File: config.mk
export PLATFORM = sky130hd
export DESIGN_NAME = gpio_bitport
export DESIGN_NICKNAME = d
export VERILOG_FILES = /design/src/rtl/gpio_bitport_pkg.sv /design/src/rtl/gpio_latch_ctl.sv /design/src/rtl/gpio_cfg_regs.sv /design/src/rtl/gpio_drive_dec.sv /design/src/rtl/gpio_chg_irq.sv /design/src/rtl/gpio_bitport.sv
export SDC_FILE = /design/constraint.sdc
export NUM_CORES = 1
export LEC_CHECK = 0
export BUFFER_PORTS_ARGS = -buffer_cell sky130_fd_sc_hd__buf_2
export CAP_MARGIN = 20
export CORE_AREA = 2 2 107 109
export DETAILED_ROUTE_END_ITERATION = 10
export DIE_AREA = 0 0 109 111
export GPL_TIMING_DRIVEN = 0
export PLACE_DENSITY_LB_ADDON = 0.2
export RECOVER_POWER = 25
export SETUP_SLACK_MARGIN = 0.4
export SKIP_LAST_GASP = 1
export SYNTH_ARGS = -nofsm -noshare
export SYNTH_HDL_FRONTEND = slang
export SYNTH_SLANG_ARGS = --single-unit
export TNS_END_PERCENT = 10
File: constraint.sdc
create_clock -name clk -period 2.2 [get_ports clk]
set_input_delay 0.44 -clock clk [delete_from_list [all_inputs] [get_ports clk]]
set_output_delay 0.44 -clock clk [all_outputs]
set_load 0.05 [all_outputs]
File: src/rtl/gpio_bitport_pkg.sv
package gpio_bitport_pkg;

  localparam int ADDR_W = 3;

  typedef enum logic [ADDR_W-1:0] {
    A_PORT   = 3'd0,
    A_MODEH  = 3'd1,
    A_MODEL  = 3'd2,
    A_SCHMT  = 3'd3,
    A_MASK   = 3'd4,
    A_IRQCTL = 3'd5
  } reg_addr_e;

  typedef enum logic [1:0] {
    DRV_QUASI = 2'd0,
    DRV_PUSH  = 2'd1,
    DRV_INPUT = 2'd2,
    DRV_OPEN  = 2'd3
  } drive_mode_e;

  localparam int IRQ_FLAG_BIT = 0;
  localparam int IRQ_EN_BIT   = 1;

endpackage

File: src/rtl/gpio_latch_ctl.sv
module gpio_latch_ctl #(
  parameter int NPINS = 8,
  parameter int IDX_W = 3
) (
  input  logic             clk,
  input  logic             rst_n,
  input  logic             cmd_vld,
  input  logic [IDX_W-1:0] cmd_idx,
  input  logic             cmd_val,
  output logic [NPINS-1:0] latch_q
);

  logic [NPINS-1:0] latch_d;
  logic [NPINS-1:0] bit_sel;

  for (genvar i = 0; i < NPINS; i++) begin : g_sel
    assign bit_sel[i] = cmd_vld && (cmd_idx == IDX_W'(i));
  end

  always_comb begin
    latch_d = latch_q;
    for (int i = 0; i < NPINS; i++) begin
      if (bit_sel[i]) latch_d[i] = cmd_val;
    end
  end

  always_ff @(posedge clk or negedge rst_n) begin
    if (!rst_n) latch_q <= '1;
    else if (cmd_vld) latch_q <= latch_d;
  end

endmodule

File: src/rtl/gpio_cfg_regs.sv
module gpio_cfg_regs
  import gpio_bitport_pkg::*;
#(
  parameter int NPINS = 8
) (
  input  logic              clk,
  input  logic              rst_n,
  input  logic              wr,
  input  logic [ADDR_W-1:0] addr,
  input  logic [NPINS-1:0]  wdata,
  output logic [NPINS-1:0]  mode_hi_q,
  output logic [NPINS-1:0]  mode_lo_q,
  output logic [NPINS-1:0]  schmitt_q,
  output logic [NPINS-1:0]  mask_q
);

  logic we_hi, we_lo, we_st, we_mk;

  always_comb begin
    we_hi = wr && (addr == A_MODEH);
    we_lo = wr && (addr == A_MODEL);
    we_st = wr && (addr == A_SCHMT);
    we_mk = wr && (addr == A_MASK);
  end

  always_ff @(posedge clk or negedge rst_n) begin
    if (!rst_n) mode_hi_q <= '1;
    else if (we_hi) mode_hi_q <= wdata;
  end

  always_ff @(posedge clk or negedge rst_n) begin
    if (!rst_n) mode_lo_q <= '0;
    else if (we_lo) mode_lo_q <= wdata;
  end

  always_ff @(posedge clk or negedge rst_n) begin
    if (!rst_n) schmitt_q <= '0;
    else if (we_st) schmitt_q <= wdata;
  end

  always_ff @(posedge clk or negedge rst_n) begin
    if (!rst_n) mask_q <= '0;
    else if (we_mk) mask_q <= wdata;
  end

endmodule

File: src/rtl/gpio_drive_dec.sv
module gpio_drive_dec
  import gpio_bitport_pkg::*;
#(
  parameter int NPINS = 8
) (
  input  logic [NPINS-1:0] mode_hi,
  input  logic [NPINS-1:0] mode_lo,
  input  logic [NPINS-1:0] latch,
  output logic [NPINS-1:0] oe
);

  for (genvar i = 0; i < NPINS; i++) begin : g_pin
    drive_mode_e md;
    assign md = drive_mode_e'({mode_hi[i], mode_lo[i]});
    always_comb begin
      case (md)
        DRV_PUSH:  oe[i] = 1'b1;
        DRV_INPUT: oe[i] = 1'b0;
        DRV_QUASI: oe[i] = ~latch[i];
        DRV_OPEN:  oe[i] = ~latch[i];
        default:   oe[i] = 1'b0;
      endcase
    end
  end

endmodule

File: src/rtl/gpio_chg_irq.sv
module gpio_chg_irq #(
  parameter int NPINS = 8
) (
  input  logic             clk,
  input  logic             rst_n,
  input  logic [NPINS-1:0] pin_in,
  input  logic [NPINS-1:0] mask,
  input  logic             ctl_wr,
  input  logic             ctl_clr,
  input  logic             ctl_en,
  output logic [NPINS-1:0] pin_sync,
  output logic [NPINS-1:0] hit,
  output logic             flag_q,
  output logic             en_q
);

  logic [NPINS-1:0] sync1_q, sync2_q, prev_q;
  logic             flag_d;

  always_ff @(posedge clk or negedge rst_n) begin
    if (!rst_n) begin
      sync1_q <= '0;
      sync2_q <= '0;
      prev_q  <= '0;
    end else begin
      sync1_q <= pin_in;
      sync2_q <= sync1_q;
      prev_q  <= sync2_q;
    end
  end

  assign pin_sync = sync2_q;
  assign hit      = (sync2_q ^ prev_q) & mask;

  always_comb begin
    flag_d = flag_q;
    if (ctl_wr && ctl_clr) flag_d = 1'b0;
    if (|hit)              flag_d = 1'b1;
  end

  always_ff @(posedge clk or negedge rst_n) begin
    if (!rst_n) flag_q <= 1'b0;
    else        flag_q <= flag_d;
  end

  always_ff @(posedge clk or negedge rst_n) begin
    if (!rst_n)      en_q <= 1'b0;
    else if (ctl_wr) en_q <= ctl_en;
  end

endmodule

File: src/rtl/gpio_bitport.sv
module gpio_bitport
  import gpio_bitport_pkg::*;
#(
  parameter int NPINS = 8
) (
  input  logic              clk,
  input  logic              rst_n,
  input  logic              bus_wr,
  input  logic [ADDR_W-1:0] bus_addr,
  input  logic [NPINS-1:0]  bus_wdata,
  output logic [NPINS-1:0]  bus_rdata,
  input  logic [NPINS-1:0]  pin_in,
  output logic [NPINS-1:0]  pin_out,
  output logic [NPINS-1:0]  pin_oe,
  output logic [NPINS-1:0]  schmitt_sel,
  output logic              irq_n
);

  localparam int IDX_W = (NPINS > 1) ? $clog2(NPINS) : 1;

  logic [1:0]       rst_pipe_q;
  logic             rst_core_n;
  logic [NPINS-1:0] latch_q, mode_hi_q, mode_lo_q, mask_q, pin_sync, hit_vec;
  logic             port_wr, ctl_wr, irq_flag, irq_en;

  always_ff @(posedge clk or negedge rst_n) begin
    if (!rst_n) rst_pipe_q <= 2'b00;
    else        rst_pipe_q <= {rst_pipe_q[0], 1'b1};
  end
  assign rst_core_n = rst_pipe_q[1];

  assign port_wr = bus_wr && (bus_addr == A_PORT);
  assign ctl_wr  = bus_wr && (bus_addr == A_IRQCTL);

  gpio_latch_ctl #(.NPINS(NPINS), .IDX_W(IDX_W)) u_latch (
    .clk     (clk),
    .rst_n   (rst_core_n),
    .cmd_vld (port_wr),
    .cmd_idx (bus_wdata[IDX_W-1:0]),
    .cmd_val (bus_wdata[IDX_W]),
    .latch_q (latch_q)
  );

  gpio_cfg_regs #(.NPINS(NPINS)) u_cfg (
    .clk       (clk),
    .rst_n     (rst_core_n),
    .wr        (bus_wr),
    .addr      (bus_addr),
    .wdata     (bus_wdata),
    .mode_hi_q (mode_hi_q),
    .mode_lo_q (mode_lo_q),
    .schmitt_q (schmitt_sel),
    .mask_q    (mask_q)
  );

  gpio_drive_dec #(.NPINS(NPINS)) u_drv (
    .mode_hi (mode_hi_q),
    .mode_lo (mode_lo_q),
    .latch   (latch_q),
    .oe      (pin_oe)
  );

  gpio_chg_irq #(.NPINS(NPINS)) u_irq (
    .clk      (clk),
    .rst_n    (rst_core_n),
    .pin_in   (pin_in),
    .mask     (mask_q),
    .ctl_wr   (ctl_wr),
    .ctl_clr  (~bus_wdata[IRQ_FLAG_BIT]),
    .ctl_en   (bus_wdata[IRQ_EN_BIT]),
    .pin_sync (pin_sync),
    .hit      (hit_vec),
    .flag_q   (irq_flag),
    .en_q     (irq_en)
  );

  assign pin_out = latch_q;
  assign irq_n   = ~(irq_flag & irq_en);

  always_comb begin
    bus_rdata = '0;
    case (bus_addr)
      A_PORT:   bus_rdata = pin_sync;
      A_MODEH:  bus_rdata = mode_hi_q;
      A_MODEL:  bus_rdata = mode_lo_q;
      A_SCHMT:  bus_rdata = schmitt_sel;
      A_MASK:   bus_rdata = mask_q;
      A_IRQCTL: begin
        bus_rdata[IRQ_FLAG_BIT] = irq_flag;
        bus_rdata[IRQ_EN_BIT]   = irq_en;
      end
      default:  bus_rdata = '0;
    endcase
  end

endmodule

# After elaboration in Yosys (flattened, before gate mapping)
# Index checks and enable logic that the tools add are counted.
# W data, S select, Z words.
[word_totals] ff_bits=68 inputBits=22 elab_cells=122 out_inout_bits=33
[classes] reduce_logical=43 n_eq_ne=36 mux=12 n_bitwise=13
[op_table] operator="$eq A2 B2 Y1 const B" count=16
[op_table] operator="$pmux W6 S5" count=1
[op_table] operator="$pmux W1 S3" count=8
[op_table] operator="$eq A3 B3 Y1 const B" count=6
[op_table] operator="$eq A2 B1 Y1 const B" count=8
[op_table] operator="$logic_not A2 Y1" count=8
[op_table] operator="$reduce_and A2 Y1" count=8
[op_table] operator="$reduce_or A2 Y1" count=8
[op_table] operator="$logic_and A1 B1 Y1" count=15
[op_table] operator="$eq A3 B2 Y1 const B" count=4
[op_table] operator="$pmux W2 S6" count=1
[op_table] operator="$not A1 Y1" count=10
[op_table] operator="$and A8 B8 Y8" count=1
[op_table] operator="$reduce_or A8 Y1" count=1
[op_table] operator="$xor A8 B8 Y8" count=1
[op_table] operator="$eq A3 B1 Y1 const B" count=2
[op_table] operator="$logic_not A3 Y1" count=2
[op_table] operator="$mux W1" count=2
[op_table] operator="$reduce_bool A2 Y1" count=1
[op_table] operator="$and A1 B1 Y1" count=1

# Longest topological paths before layout
# Gate-level depths: netlist of run 1.
[depth] ltp_word=5 ltp_mapped=6 ltp_nobuf=4

# Hierarchy
# Synthesis of run 1 repeated with hierarchy kept, for this count alone.
[unflattened] cells_unflattened=227 area_unflattened_um2=3229.3
[by_module_without_submodules] mod="gpio_cfg_regs" seq_area_each_um2=810.8 n_inst=1 cells_per_inst=71 area_each_um2=1287.5
[by_module_without_submodules] mod="gpio_chg_irq" seq_area_each_um2=650.6 n_inst=1 cells_per_inst=49 area_each_um2=825.8
[by_module_without_submodules] mod="gpio_bitport" seq_area_each_um2=50.0 n_inst=1 cells_per_inst=59 area_each_um2=509.2
[by_module_without_submodules] mod="gpio_latch_ctl" seq_area_each_um2=210.2 n_inst=1 cells_per_inst=24 area_each_um2=396.6
[by_module_without_submodules] mod="gpio_drive_dec" seq_area_each_um2=0.0 n_inst=1 cells_per_inst=24 area_each_um2=210.2

# Worst setup path before layout of run 1
# No wires, ideal clock.
[synth_path] kind="input-to-output" start="in bus_addr[1]" end="out bus_rdata[3]" path_slack_ns=-0.177 required_time_ns=1.760 n_path_buf=2 stages=6 arrival_ns=1.937 cell_sequence="buf_2 -> buf_2 -> mux2i_1 -> nor2_1 -> a21oi_1 -> o22ai_1"
[synth_via] elab_chain_len=2 word_cells_on_any_way=6 classes_between="eq/ne (4); mux (1); reduce/logical (1)"
[synth_lines] item="start: declaration" line="gpio_bitport.sv:9" text="input logic [ADDR_W-1:0] bus_addr,"
[synth_lines] item="$eq A3 B3 Y1, or another cell as far along" line="gpio_bitport.sv:82" text="case (bus_addr)"
[synth_lines] item="$pmux W6 S5 *" line="gpio_bitport.sv:82"
[synth_lines] item="end: declaration" line="gpio_bitport.sv:11" text="output logic [NPINS-1:0] bus_rdata,"
# Mark *: on every way between the ends. The rest lies on a longest branch, timed or not.

# Final worst setup path of run 1
[layout_path] start="reg u_cfg.schmitt_q[6]" end="out bus_rdata[6]"
[layout_via] elab_chain_len=1
[layout_lines] item="start: declaration" line="gpio_cfg_regs.sv:13" text="output logic [NPINS-1:0] schmitt_q,"
[layout_lines] item="start signal: assignment" line="gpio_cfg_regs.sv:38" text="else if (we_st) schmitt_q <= wdata;"
[layout_lines] item="$pmux W6 S5" line="gpio_bitport.sv:82"
# No other way between the ends.

==> flow_metrics.py, run 1 <==
metrics = {
    "yosys": {
        "synth_cell_types": 35,
        "yosys_register_bits": 68,
        "ys_warn_count": 0,
        "syn_inst": 235,
        "synth_edf_count": 0,
        "syn-cell-area_sq_um": 3020,
        "async_reset_ff_share_pct": 100,
        "syn_nets": 265,
        "ys.flop_type": "dfrtp_1",
        "yosysSeqAreaShare_pct": 57.0,
        "avgSynthCellArea_sq_um": 12.9,
    },
    "power_and_ir_drop": {
        "power_density_nw_per_um2": 1020,
        "peakVddDrop_v": 0.000401,
        "p_leak_nw": 1.86,
        "design_power_total_w": 0.00427,
    },
    "place": {
        "io_buffers": 53,
        "hpwl_um": 5280,
        "place.gp.congestion": 0.750,
    },
    "timing": {
        "max_freq_mhz": 497,
        "period_share_pct": 91.4,
        "rsz0062_at_grt": "yes",
        "period_needed_ns": 2.01,
        "tightest_slew_ns": 1.44,
        "fin_skew_ns": 0.00541,
        "slew_violations": 0,
        "fin_tns_setup_ns": 0,
        "slew_headroom_pct": 3.73,
        "hold_viol": 0,
        "setup_viol": 0,
    },
    "worst_setup_path": {
        "crit_fanout": 2,
        "slowest_delay_ns": 0.46,
        "criticalPathCategory": "flip-flop to primary output",
        "crit_chain": "mux4_2, a32o_2, buf_6",
        "cp-end-kind": "primary output",
        "crit_arrival_ns": 1.57,
        "crit_required_ns": 1.76,
        "worst_r2r_path_depth": 0,
        "cpMaxStageDelayCell": "mux4_2",
        "start_kind": "flip-flop",
    },
    "clock_network": {
        "htree_levels": 3,
        "cts.sinks": 68,
        "cts_tree": "done",
        "clk_latency_ns": 0.34,
        "path_clk_slew_ns": 0.05,
        "cts_buffer_depth": 2,
        "clockRootBuffer": "clkbuf_16",
        "cts_inserted_buffers": 9,
    },
    "global_routing": {
        "grt_pass1_vias": 2199,
        "antenna_found_initial": 0,
        "gr-total-overflow": 0,
        "grt_max_degree": 67,
        "grtUsageTotal_pct": 14.5,
        "grt_pass1_wl_um": 12700,
    },
    "min_path": {
        "whs_path_depth": 1,
        "hold_path_class": "input port to flip-flop",
    },
    "final_layout": {
        "final_nets": 344,
        "finalCoreUtilization_pct": 37.9,
        "n_antenna_cell": 0,
        "drive_above_1_share_pct": 51.1,
        "mostFrequentLayoutCell": "dfrtp_1",
        "layout_common_cells": "dfrtp_1, buf_2, mux2_2, mux2i_1, dfstp_2",
        "area_growth_pct": 39.1,
    },
    "drt": {
        "ant_nets": 0,
        "drt-pass1-iter-count": 4,
        "drcViolationCount": 0,
        "viasPerCell": 4.53,
        "wl_um": 8010,
        "wire_per_inst_um": 17.3,
        "vias": 2094,
        "drt_iter0_markers": 63,
    },
    "die": {
        "die_area_sq_um": 12100,
        "rows": 39,
        "die_w_um": 109,
        "start_util_pct": 27.3,
        "core_sq_um": 11100,
        "io_pins": 55,
        "die-height_um": 111,
    },
    "flow_run": {
        "drv_cap": 0,
    },
    "status": {
        "status": "complete, no violations",
    },
}
synthesized netlist by cell type, types with 2 or more instances:
master / instances / area (sq um)
o21ai_0: 10 / 50.1
ha_1: 8 / 100
nor3b_2: 2 / 25.0
dfrtp_1: 52 / 1300
inv_1: 10 / 37.5
a221oi_1: 2 / 17.5
mux2i_1: 19 / 190
nor2_1: 9 / 33.8
nand2_1: 16 / 60.1
clkbuf_1: 7 / 26.3
xor2_1: 8 / 70.1
mux2_2: 34 / 383
nand3b_1: 2 / 15.0
nor3_2: 2 / 20.0
buf_2: 2 / 10.0
o22ai_1: 6 / 37.5
a21oi_1: 8 / 40.0
a22oi_1: 2 / 15.0
dfstp_2: 16 / 420
nand3_1: 5 / 25.0
cells by family (layout without fill, tap and decap cells):
kind of cell | count (synthesis) | count (layout) | synth area share [%]
buffers and inverters | 21 | 105 | 3.07
muxes | 54 | 54 | 19.7
DFF | 68 | 68 | 57.0
AOI/OAI and AO/OA | 31 | 31 | 6.21
and+or+nand+nor | 44 | 44 | 8.24
adders and majority gates | 8 | 8 | 3.31
xor gates and xnor gates | 8 | 8 | 2.32
other | 1 | 1 | 0.124
worst paths after layout:
check                                     to                from  slack (ns)
max                             bus_rdata[6]  u_cfg.schmitt_q[6]        0.19
min                         u_irq.sync1_q[1]           pin_in[1]        0.21
max reg2reg                  u_cfg.mask_q[7]       rst_pipe_q[1]        0.70
min reg2reg                u_irq.pin_sync[5]    u_irq.sync1_q[5]        0.34
max in group asynchronous    u_cfg.mask_q[7]       rst_pipe_q[1]        0.70
min in group asynchronous      rst_pipe_q[0]               rst_n        0.42
report_power, final:
group | total [W] | switching (W) | internal [W]
combinational | 0.00122 | 0.000755 | 0.000462
sequential | 0.00162 | 0.000154 | 0.00147
clock | 0.00143 | 0.000514 | 0.000918
total | 0.00427 | 0.00142 | 0.00285
final cells by class:
type                    instances  area (sq um)
flip-flops and latches         68          1720
inverters                      10          41.3
fillers                      1078          6880
plain buffers                  11           113
clock buffers                  16           302
repair buffers                 68           482
multi-input cells             146          1360
well taps                     143           179
what timing repair did:
item | 4_1_cts | 5_1_grt
cloned | 1 | 0
pin swaps | 4 | 2
endpoints found under the setup margin | 32 | 40
hold buffers | 1 | 0
resized for setup | 38 | 7
buffers inserted | 10 | 3
hold endpoints to repair | 2 | 0
through the flow:
step                      hold WS [ns]  worst slack (ns)  cells  area, sq um
final                            0.211             0.189    462         4200
after global routing             0.203             0.148    462         4200
after CTS                        0.201             0.179    459         4150
after detailed placement         0.226            -0.152    431         3580
after global placement           0.225            -0.113    431         3570
after floorplan                  0.144             0.210    235         3130
critical path, delay by kind of cell, from the launching register on:
family	cells	cell delay, ns
flops	1	0.37
mux	1	0.46
buf+inv	1	0.15
compound gates	1	0.25
flip-flops by register name, indices dropped and copies added, names as in the netlist:
name and cells:
u_cfg.mode_hi_q 8, u_irq.prev_q 8, u_cfg.mask_q 8, u_latch.latch_q 8
rst_pipe_q 2, u_irq.flag_q 1, u_cfg.mode_lo_q 8, u_irq.pin_sync 8
u_irq.en_q 1, u_irq.sync1_q 8, u_cfg.schmitt_q 8
per-layer routing:
| layer | vias up | global-route usage [%] | wire length [um] |
|---|---|---|---|
| li1 | 985 | - | - |
| met1 | 1050 | 19.2 | 3670 |
| met2 | 50 | 22.2 | 3820 |
| met3 | 9 | 4.59 | 405 |
| met4 | 0 | 5.13 | 110 |
| met5 | - | 0 | 0 |
Power figures use the tool's default switching activity.
==> run 2, diff against run 1 <==
==> constraint.sdc (replaced) <==
create_clock -name clk -period 1.75 [get_ports clk]
set_input_delay 0.35 -clock clk [delete_from_list [all_inputs] [get_ports clk]]
set_output_delay 0.35 -clock clk [all_outputs]
set_load 0.05 [all_outputs]
==> run 2 against run 1 <==
Compared with the run above:
- cell area is 0.74% higher
- first-iteration DRC count is 6.3% lower
- combinational power is 26% higher
- largest cell class unchanged
- final cell count is 0.22% lower
- register-to-register slack worse by 0.43 ns
- hold slack worse by 0.085 ns
- global-route usage is 0.30 points lower
- clock power is 34% higher
- clock skew hardly changed
- worst setup slack worse by 0.35 ns
- critical endpoint unchanged
- the flow now finishes with violations (setup timing)
- clock-buffer cell count is 6 lower
==> flow_metrics.py, run 2 (synthesized netlist as in run 1, its figures left out) <==
metrics = {
    "timing": {
        "fin_tns_setup_ns": -1.03,
        "fin_skew_ns": 0.00506,
        "hold_viol": 0,
        "tightest_slew_ns": 0.979,
        "slew_violations": 0,
        "setup_ws_ns": -0.161,
        "period_needed_ns": 1.91,
        "rsz0062_at_grt": "yes",
        "max_freq_mhz": 523,
        "slew_headroom_pct": 34.4,
        "period_share_pct": 109,
        "setup_viol": 14,
    },
    "final_layout": {
        "layout_common_cells": "dfrtp_1, buf_2, mux2_2, mux2i_1, buf_4",
        "drive_above_1_share_pct": 53.5,
        "mostFrequentLayoutCell": "dfrtp_1",
        "n_antenna_cell": 0,
        "nFillCells": 1074,
        "final_nets": 343,
        "area_growth_pct": 40.1,
        "post-route-cell-area_sq_um": 4230,
    },
    "worst_setup_path": {
        "crit_chain": "mux4_2, a32o_2, buf_6",
        "slowest_delay_ns": 0.45,
        "start_kind": "flip-flop",
        "cp-end-kind": "primary output",
        "cp-endpoint": "bus_rdata[6]",
        "cpMaxStageDelayCell": "mux4_2",
        "r2r-end": "u_irq.flag_q",
        "criticalPathCategory": "flip-flop to primary output",
        "r2r-start": "u_irq.pin_sync[2]",
        "crit_arrival_ns": 1.56,
        "startpoint": "u_irq.pin_sync[6]",
        "crit_required_ns": 1.40,
        "r2r_setup_slack_ns": 0.27,
        "worst_r2r_path_depth": 4,
        "crit_fanout": 2,
    },
    "clock_network": {
        "cts_tree": "done",
        "path_clk_slew_ns": 0.06,
        "cts.sinks": 68,
        "cts_inserted_buffers": 9,
        "clockRootBuffer": "clkbuf_16",
        "cts_buffer_depth": 2,
        "htree_levels": 3,
        "clk_latency_ns": 0.33,
    },
    "power_and_ir_drop": {
        "peakVddDrop_v": 0.000487,
        "power_density_nw_per_um2": 1300,
        "p_leak_nw": 1.85,
    },
    "min_path": {
        "hold_path_class": "input port to flip-flop",
    },
    "die": {
        "rows": 39,
        "core_sq_um": 11100,
        "die-height_um": 111,
        "die_area_sq_um": 12100,
        "start_util_pct": 27.3,
        "die_w_um": 109,
        "io_pins": 55,
    },
    "global_routing": {
        "grt_max_degree": 67,
        "grtUsageTotal_pct": 14.2,
        "antenna_found_initial": 0,
        "grtUsageMet2_pct": 21.4,
        "gr-usage-met3_pct": 3.41,
        "use_met1_pct": 20.2,
        "grt_pass1_wl_um": 12700,
        "busiest_layer": "met2",
        "gr-total-overflow": 0,
        "grt_pass1_vias": 2146,
    },
    "drt": {
        "drt-pass1-iter-count": 4,
        "viasPerCell": 4.60,
        "vias": 2119,
        "wl_um": 8010,
        "ant_nets": 0,
        "drt_iter0_markers": 59,
        "wire_per_inst_um": 17.4,
        "drcViolationCount": 0,
    },
    "place": {
        "placed_area_sq_um": 3620,
        "io_buffers": 53,
        "hpwl_um": 5270,
        "place.gp.congestion": 0.755,
    },
    "flow_run": {
        "drv_cap": 0,
    },
    "status": {
        "failed_checks": "setup timing",
        "status": "finished, violations left",
    },
}
[run 2: changes by cell type in the layout (fill, tap and decap cells not counted), sizes merged]
| cell | previous run | this run |
|---|---|---|
| buf | 68 | 70 |
| clkbuf | 26 | 17 |
| inv | 9 | 10 |
| clkinv | 0 | 2 |
| bufinv | 0 | 2 |
| clkinvlp | 1 | 2 |
[run 2: power by group]
| group | switching [W] | total, W | leakage, nW | internal (W) |
|---|---|---|---|---|
| Combinational | 0.000948 | 0.00154 | 0.926 | 0.000593 |
| Sequential | 0.000204 | 0.00205 | 0.775 | 0.00185 |
| Clock | 0.000665 | 0.00191 | 0.149 | 0.00125 |
| Total | 0.00182 | 0.00551 | 1.85 | 0.00369 |
[run 2: layout make-up]
class,instances,area [sq um],area share (%)
flip-flops and latches,68,1730,40.9
inverters,10,40.0,0.946
multi-input cells,146,1390,32.8
repair buffers,67,477,11.3
well taps,143,179,4.23
clock buffers,10,229,5.41
clock inverters,6,88.8,2.10
plain buffers,11,103,2.42
[run 2: worst max-delay path: cells and delay by family, from the launching register on]
kind	cells	cell delay (ns)
AOI/OAI and AO/OA	1	0.25
buffers and inverters	1	0.15
muxes	1	0.45
DFF	1	0.39
[run 2: how the worst min path moves through the flow]
stage,start,to,cells after the start
3_5_place_dp,rst_n,rst_pipe_q[0],1
4_1_cts,pin_in[4],u_irq.sync1_q[4],1
2_1_floorplan,rst_n,rst_pipe_q[0],0
6_report,pin_in[4],u_irq.sync1_q[4],1
5_1_grt,pin_in[3],u_irq.sync1_q[3],1
3_3_place_gp,rst_n,rst_pipe_q[0],1
[run 2: routing by layer]
metal  up-vias  part of all wire, %
met1      1076                   47
li1        991                    -
met2        44                   48
met3         8                  3.9
met5         -                    0
met4         0                  1.0
[run 2: timing repair]
action	CTS	global route
resized for setup	22	20
buffers inserted	10	1
hold endpoints to repair	2	0
endpoints found under the setup margin	62	69
pin swaps	5	5
gates cloned	2	0
hold buffers	1	0
[run 2: metrics by stage]
| stage | hold slack, ns | cells | util, % | worst slack [ns] | total power, W |
|---|---|---|---|---|---|
| 6_report | 0.126 | 461 | 38.2 | -0.161 | 0.00551 |
| 5_1_grt | 0.111 | 461 | 38.2 | -0.205 | 0.00578 |
| 4_1_cts | 0.115 | 460 | 37.7 | -0.177 | 0.00553 |
| 3_5_place_dp | 0.138 | 431 | 32.7 | -0.363 | 0.00347 |
| 3_3_place_gp | 0.136 | 431 | 32.7 | -0.321 | 0.00346 |
| 2_1_floorplan | 0.0544 | 235 | - | -0.150 | 0.00315 |
